## src/rtl/fmd_pkg.sv

```systemverilog
package fmd_pkg;

    localparam int ADDR_W = 16;

    typedef enum logic [3:0] {
        RG_LRAM     = 4'd0,
        RG_URAM     = 4'd1,
        RG_ROM      = 4'd2,
        RG_WORK     = 4'd3,
        RG_SHARE    = 4'd4,
        RG_IO       = 4'd5,
        RG_BOOT_A   = 4'd6,
        RG_BOOT_B   = 4'd7,
        RG_BOOT_RAM = 4'd8,
        RG_BOOT_X   = 4'd9,
        RG_VEC      = 4'd10,
        RG_RSTV     = 4'd11,
        RG_INIT     = 4'd12
    } region_e;

    localparam int NREG = 13;

    // region bases (ascending order is behaviour: the decode walks them)
    localparam logic [ADDR_W-1:0] B_URAM  = 16'h8000;
    localparam logic [ADDR_W-1:0] B_WORK  = 16'hFC00;
    localparam logic [ADDR_W-1:0] B_SHARE = 16'hFC80;
    localparam logic [ADDR_W-1:0] B_IO    = 16'hFD00;
    localparam logic [ADDR_W-1:0] B_BOOT  = 16'hFE00;
    localparam logic [ADDR_W-1:0] B_VEC   = 16'hFFE0;
    localparam logic [ADDR_W-1:0] B_RSTV  = 16'hFFFE;
    localparam logic [ADDR_W-1:0] B_OVL_LO = 16'h6000;
    localparam logic [ADDR_W-1:0] B_OVL_HI = 16'hE000;

    localparam logic [1:0] BM_IMG_A = 2'd0;
    localparam logic [1:0] BM_IMG_B = 2'd1;
    localparam logic [1:0] BM_RAM   = 2'd2;

    typedef struct packed {
        logic [NREG-1:0]   sel;
        logic [ADDR_W-1:0] ofs;
        logic              wr_ok;
        logic              ff;
    } dec_out_t;

    function automatic logic is_rom(input region_e r);
        return (r == RG_ROM) || (r == RG_BOOT_A) || (r == RG_BOOT_B) ||
               (r == RG_BOOT_X) || (r == RG_RSTV) || (r == RG_INIT);
    endfunction

endpackage

```

## src/rtl/fmd_range.sv

```systemverilog
module fmd_range
    import fmd_pkg::*;
(
    input  logic [ADDR_W-1:0] addr,
    input  logic              wr,
    input  logic              rom_visible,
    input  logic [1:0]        boot_mode,
    output region_e           region,
    output logic [ADDR_W-1:0] offset
);

    logic [ADDR_W-1:0] base;

    always_comb begin
        region = RG_LRAM;
        base   = '0;
        if (addr < B_URAM) begin
            region = RG_LRAM;
            base   = '0;
        end else if (addr < B_WORK) begin
            // reads see the ROM when visible, writes always land in RAM
            region = (rom_visible && !wr) ? RG_ROM : RG_URAM;
            base   = B_URAM;
        end else if (addr < B_SHARE) begin
            region = RG_WORK;
            base   = B_WORK;
        end else if (addr < B_IO) begin
            region = RG_SHARE;
            base   = B_SHARE;
        end else if (addr < B_BOOT) begin
            region = RG_IO;
            base   = B_IO;
        end else if (addr < B_VEC) begin
            base = B_BOOT;
            unique case (boot_mode)
                BM_IMG_A: region = RG_BOOT_A;
                BM_IMG_B: region = RG_BOOT_B;
                BM_RAM:   region = RG_BOOT_RAM;
                default:  region = RG_BOOT_X;
            endcase
        end else if (addr < B_RSTV) begin
            region = RG_VEC;
            base   = B_VEC;
        end else begin
            region = RG_RSTV;
            base   = B_RSTV;
        end
    end

    assign offset = addr - base;

endmodule

```

## src/rtl/fmd_overlay.sv

```systemverilog
module fmd_overlay
    import fmd_pkg::*;
(
    input  logic [ADDR_W-1:0] addr,
    input  logic              init_overlay,
    input  region_e           region_in,
    input  logic [ADDR_W-1:0] offset_in,
    output region_e           region_out,
    output logic [ADDR_W-1:0] offset_out
);

    logic hit_lo, hit_hi;

    assign hit_lo = init_overlay && (addr >= B_OVL_LO) && (addr < B_URAM);
    assign hit_hi = init_overlay && (addr >= B_OVL_HI);

    always_comb begin
        region_out = region_in;
        offset_out = offset_in;
        if (hit_lo) begin
            region_out = RG_INIT;
            offset_out = addr - B_OVL_LO;
        end else if (hit_hi) begin
            region_out = RG_INIT;
            offset_out = addr - B_OVL_HI;
        end
    end

endmodule

```

## src/rtl/fmd_gate.sv

```systemverilog
module fmd_gate
    import fmd_pkg::*;
(
    input  region_e region,
    input  logic    wr,
    input  logic    bootram_we,
    input  logic    sub_halted,
    output logic    write_ok,
    output logic    force_ff
);

    logic writable;

    always_comb begin
        unique case (region)
            RG_LRAM, RG_URAM, RG_WORK, RG_IO, RG_VEC: writable = 1'b1;
            RG_SHARE:                                 writable = sub_halted;
            RG_BOOT_RAM:                              writable = bootram_we;
            default:                                  writable = 1'b0;
        endcase
    end

    assign write_ok = wr && writable;
    assign force_ff = !wr && (region == RG_SHARE) && !sub_halted;

endmodule

```

## src/rtl/fixmem_decoder.sv

```systemverilog
module fixmem_decoder
    import fmd_pkg::*;
(
    input  logic              clk,
    input  logic              rst_n,
    input  logic [ADDR_W-1:0] addr,
    input  logic              wr,
    input  logic              rom_visible,
    input  logic [1:0]        boot_mode,
    input  logic              bootram_we,
    input  logic              sub_halted,
    input  logic              init_overlay,
    output logic [NREG-1:0]   region_sel,
    output logic [ADDR_W-1:0] offset,
    output logic              write_ok,
    output logic              force_ff
);

    region_e           rng_region, fin_region;
    logic [ADDR_W-1:0] rng_ofs, fin_ofs;
    logic              gate_wr_ok, gate_ff;
    logic [NREG-1:0]   sel_vec;
    dec_out_t          out_d, out_q;

    fmd_range u_range (
        .addr        (addr),
        .wr          (wr),
        .rom_visible (rom_visible),
        .boot_mode   (boot_mode),
        .region      (rng_region),
        .offset      (rng_ofs)
    );

    fmd_overlay u_overlay (
        .addr         (addr),
        .init_overlay (init_overlay),
        .region_in    (rng_region),
        .offset_in    (rng_ofs),
        .region_out   (fin_region),
        .offset_out   (fin_ofs)
    );

    fmd_gate u_gate (
        .region     (fin_region),
        .wr         (wr),
        .bootram_we (bootram_we),
        .sub_halted (sub_halted),
        .write_ok   (gate_wr_ok),
        .force_ff   (gate_ff)
    );

    for (genvar g = 0; g < NREG; g++) begin : g_sel
        assign sel_vec[g] = (fin_region == region_e'(g));
    end

    always_comb begin
        out_d       = out_q;
        out_d.sel   = sel_vec;
        out_d.ofs   = fin_ofs;
        out_d.wr_ok = gate_wr_ok;
        out_d.ff    = gate_ff;
    end

    always_ff @(posedge clk) begin
        if (!rst_n) begin
            out_q       <= '0;
            out_q.sel   <= NREG'(1);
        end else begin
            out_q <= out_d;
        end
    end

    assign region_sel = out_q.sel;
    assign offset     = out_q.ofs;
    assign write_ok   = out_q.wr_ok;
    assign force_ff   = out_q.ff;

    // select is always one-hot
    assert_sel_onehot_R9: assert property (@(posedge clk) disable iff (!rst_n)
        $countones(region_sel) == 1);

    // no write permission while a ROM region is selected
    assert_rom_no_write_R10: assert property (@(posedge clk) disable iff (!rst_n)
        (region_sel[RG_ROM] || region_sel[RG_BOOT_A] || region_sel[RG_BOOT_B] ||
         region_sel[RG_BOOT_X] || region_sel[RG_RSTV] || region_sel[RG_INIT])
        |-> !write_ok);

    // forced 0xFF only on the shared buffer, never together with a write
    assert_ff_share_R5: assert property (@(posedge clk) disable iff (!rst_n)
        force_ff |-> (region_sel[RG_SHARE] && !write_ok));

    // reset vector has two bytes
    assert_rstv_ofs_R7: assert property (@(posedge clk) disable iff (!rst_n)
        region_sel[RG_RSTV] |-> (offset < 16'd2));

    // work RAM offset stays inside its 128 bytes
    assert_work_ofs_R4: assert property (@(posedge clk) disable iff (!rst_n)
        region_sel[RG_WORK] |-> (offset < 16'h0080));

    // program ROM offset stays below the top of its range
    assert_rom_ofs_R2: assert property (@(posedge clk) disable iff (!rst_n)
        region_sel[RG_ROM] |-> (offset < 16'h7C00));

    // initialization ROM offset stays inside its 8 KiB
    assert_init_ofs_R8: assert property (@(posedge clk) disable iff (!rst_n)
        region_sel[RG_INIT] |-> (offset < 16'h2000));

endmodule

```

## config.mk

```make
export PLATFORM = sky130hd
export DESIGN_NAME = fixmem_decoder
export DESIGN_NICKNAME = d
export VERILOG_FILES = /design/src/rtl/fmd_pkg.sv /design/src/rtl/fmd_range.sv /design/src/rtl/fmd_overlay.sv /design/src/rtl/fmd_gate.sv /design/src/rtl/fixmem_decoder.sv
export SDC_FILE = /design/constraint.sdc
export NUM_CORES = 1
export LEC_CHECK = 0
export BUFFER_PORTS_ARGS = -buffer_cell sky130_fd_sc_hd__buf_2
export CAP_MARGIN = 10
export CORE_UTILIZATION = 39
export DETAILED_ROUTE_END_ITERATION = 6
export SLEW_MARGIN = 20
export SYNTH_ARGS = -nofsm -noshare
export SYNTH_HDL_FRONTEND = slang
export SYNTH_HIERARCHICAL = 1
export SYNTH_SLANG_ARGS = --single-unit
```

## constraint.sdc

```tcl
create_clock -name clk -period 9.4 [get_ports clk]
set_clock_uncertainty 0.15 [all_clocks]
set_input_delay 0.94 -clock clk [delete_from_list [all_inputs] [get_ports clk]]
set_output_delay 0.94 -clock clk [all_outputs]
set_load 0.01 [all_outputs]
```

==> summary.txt <==
Synthesis
  – Area leader, netlist: dfxtp_1
  – Most used DFF post-synth: dfxtp_1
  – Post-synthesis cell count: about 230
  – Synth area leaders: dfxtp_1, ha_1, and2_1, mux2_4, nor2_1
  – Ys Warns: 6
  – Synth Register Bits: 31
  – Mean post-synth cell area: around 9 um2
  – Register area share after synthesis: 29.8%
  – Post-Syn Nets: 272
  – Post-Syn Area: 2080 um2
  – Synth unique cells: 52
  – Share of the synthesized area in the top cell type: 29.8%
  – Synth async-reset ratio: 0%
  – Post-synth EDFFs: 0

Worst hold path
  – Min-Delay Path Depth: 2
  – Hold path endpoint: region_sel[0]
  – Hold Path Class: input port to flip-flop
  – Hold path start: rst_n

Route
  – DRC: 0
  – Via density: 5.06
  – Drt initial violations: 67
  – Drt first pass iters: 4
  – Drt total wl: roughly 4.7 mm
  – WL/cell: approximately 13 um
  – Vias: 1,807
  – Routed Antenna Nets: 0

Floorplanning
  – Die width: 75.1 um
  – Die area: 5640 um2
  – Initial core utilization: about two fifths
  – Site Rows: 26
  – Die Y: about 75 um
  – Core area: 5140 um2
  – I/O Pins: 56

Placed design
  – Port Buf Inserts: 55
  – Dpl cells: about 350
  – Final GP Congestion: 0.899
  – HPWL Detailed: 3.69 mm

Critical path
  – Setup CP Type: input port to flip-flop
  – Worst Path Required: 9.43 ns
  – Worst setup EP type: flip-flop
  – Slowest stage delay, CP: between 0.4 and 0.5 ns
  – CP max-delay cell: nor3_2
  – Crit path cell chain: buf_2 > nand2_1 > nor3_2 > nand3_1 > inv_1 > ha_1 > inv_1 > fa_1 > a21o_1 > a221o_1 > a21o_1 > a21oi_2 > xnor2_1 > mux2_4 > and2_1
  – CP Max Fanout: 8
  – Worst Setup Start Kind: input port
  – Data arrival, critical path: roughly 4.1 ns

CTS
  – Clk slew on worst S/H paths: ~0.060 ns
  – CTS tree: done
  – Post-CTS sizing: 0
  – Postcts setup bufs: 0
  – Num CTS Buffers: 5
  – H-Tree Level Count: 2
  – Clock root cell: clkbuf_8
  – CTS Sinks: 31
  – Hold_buf cts: 0
  – Clock Path Buffers: 2

Cells and area
  – Share of cells above drive strength 1: 31.0%
  – Area Growth Syn to Fin: 20.7%
  – Number of diodes: 0
  – Post-Layout Cell Count: 357
  – Nets: roughly 330
  – Fillers: 522

Timing
  – Setup_tns: 0 ns
  – Endpoints failing hold: 0
  – Pins Over Slew Limit: 0
  – FMAX: 247 MHz
  – Max-Slew Margin vs Limit: around two thirds
  – Final period util: 43.0%
  – Final min period: 4.04 ns
  – RSZ-0062 raised after global routing: false
  – # setup viols final: 0
  – Tightest Pin Transition: 0.491 ns

Pwr
  – Seq pwr share: 39.4%
  – Final Power: 356 uW
  – NetSw: 93.7 uW
  – Switching Share: 26.3%
  – Comb pwr share: 22.1%
  – Static leakage: 0.00115 uW
  – Clock power share: 38.5%
  – Power Internal: 263 uW
  – Power per cell area: 142 nW/um2
  – Peak supply drop: 61.1 uV

Status
  – Outcome: finished, final reports clean

Global routing
  – Overflow after GRT: 0
  – Tot GR Track Use: 17.9%
  – Initial antenna violation count: 0
  – First-pass GRT wire length: between 7 and 8 mm
  – Vias in the first global route: roughly 1,600
  – Largest net degree at the start of global routing: 24

Job
  – Max cap viols: 0
[sequential cells by signal, indices dropped and copies added, names as in the netlist]
name	cells
offset	16
region_sel	13
force_ff	1
write_ok	1
[Yosys cell counts, types with 3 or more instances]
cell type,n
and3_1,3
a211oi_1,3
xor2_1,5
nand3_1,7
dfxtp_1,31
mux2_4,7
inv_1,7
nand2_1,11
clkbuf_1,3
ha_1,15
and2_1,20
a21o_1,8
xnor2_1,7
nand2b_1,5
mux2_2,7
o21ai_0,9
nor2_1,22
a21oi_1,10
nor3_1,5
[logic make-up (layout without fill, tap and decap cells)]
family	Yosys count	in the layout	synth area share [%]
mux	16	16	9.79
flops	31	31	29.8
fa+ha+maj	16	16	9.97
xor+xnor	12	12	5.05
compound gates	45	45	14.5
buf+inv	14	70	3.60
simple gates	97	97	27.3
[through the flow]
step	setup slack (ns)	instance area, um2	hold WS, ns	utilization, %
after floorplan	5.56	2080	0.998	-
after global placement	5.22	2400	1.16	46.6
after detailed placement	5.10	2400	1.15	46.6
after CTS	5.40	2510	0.855	48.9
after global routing	5.16	2510	0.894	48.9
final	5.36	2510	0.856	48.9
[how the worst max path moves through the flow]
stage,slack (ns),to,start,depth (start not counted)
global placement,5.22,offset[9],addr[13],15
global route,5.16,offset[9],addr[13],15
finish,5.36,offset[9],addr[13],15
floorplan,5.56,offset[9],addr[15],14
detailed placement,5.10,offset[9],addr[12],15
CTS,5.40,offset[9],addr[12],15
[power by group through the flow]
stage / sequential, uW / combinational [uW] / clock (uW)
after global placement: 144 / 79.2 / 0
after detailed placement: 144 / 78.8 / 0
after global routing: 141 / 87.7 / 147
final: 141 / 78.7 / 137
after floorplan: 148 / 49.9 / 0
after CTS: 141 / 79.1 / 142
[layout by cell type, fill, tap and decap left out, types with 8 or more instances in the layout]
cell      n
buf_2    55
dfxtp_1  31
ha_1     15
and2_1   20
nor2_1   22
nand2_1  11
a21oi_1  10
a21o_1    8
o21ai_0   9
[cell type report]
type / instances / area [um2] / area share, %
multi-input cells: 186 / 1390 / 55.2
flip-flops and latches: 31 / 621 / 24.7
repair buffers: 55 / 275 / 10.9
well taps: 70 / 87.6 / 3.48
clock buffers: 6 / 82.6 / 3.28
clock inverters: 2 / 35.0 / 1.39
inverters: 7 / 26.3 / 1.04
[critical path: cells and delay by family]
family                     cells  cell delay (ns)
muxes                          1             0.26
adders and majority gates      2             0.58
AOI/OAI and AO/OA              4             0.94
and+or+nand+nor                4             0.97
buffers and inverters          3             0.32
xor gates and xnor gates       1             0.07
[routing by layer]
| layer | vias to the layer above | part of all wire [%] | GRT usage (%) |
|---|---|---|---|
| met5 | - | 0 | 0 |
| met1 | 797 | 47 | 24.6 |
| li1 | 934 | - | - |
| met4 | 0 | 1.8 | 8.18 |
| met2 | 69 | 44 | 27.3 |
| met3 | 7 | 7.3 | 3.21 |
(Power assumes the default switching activity.)
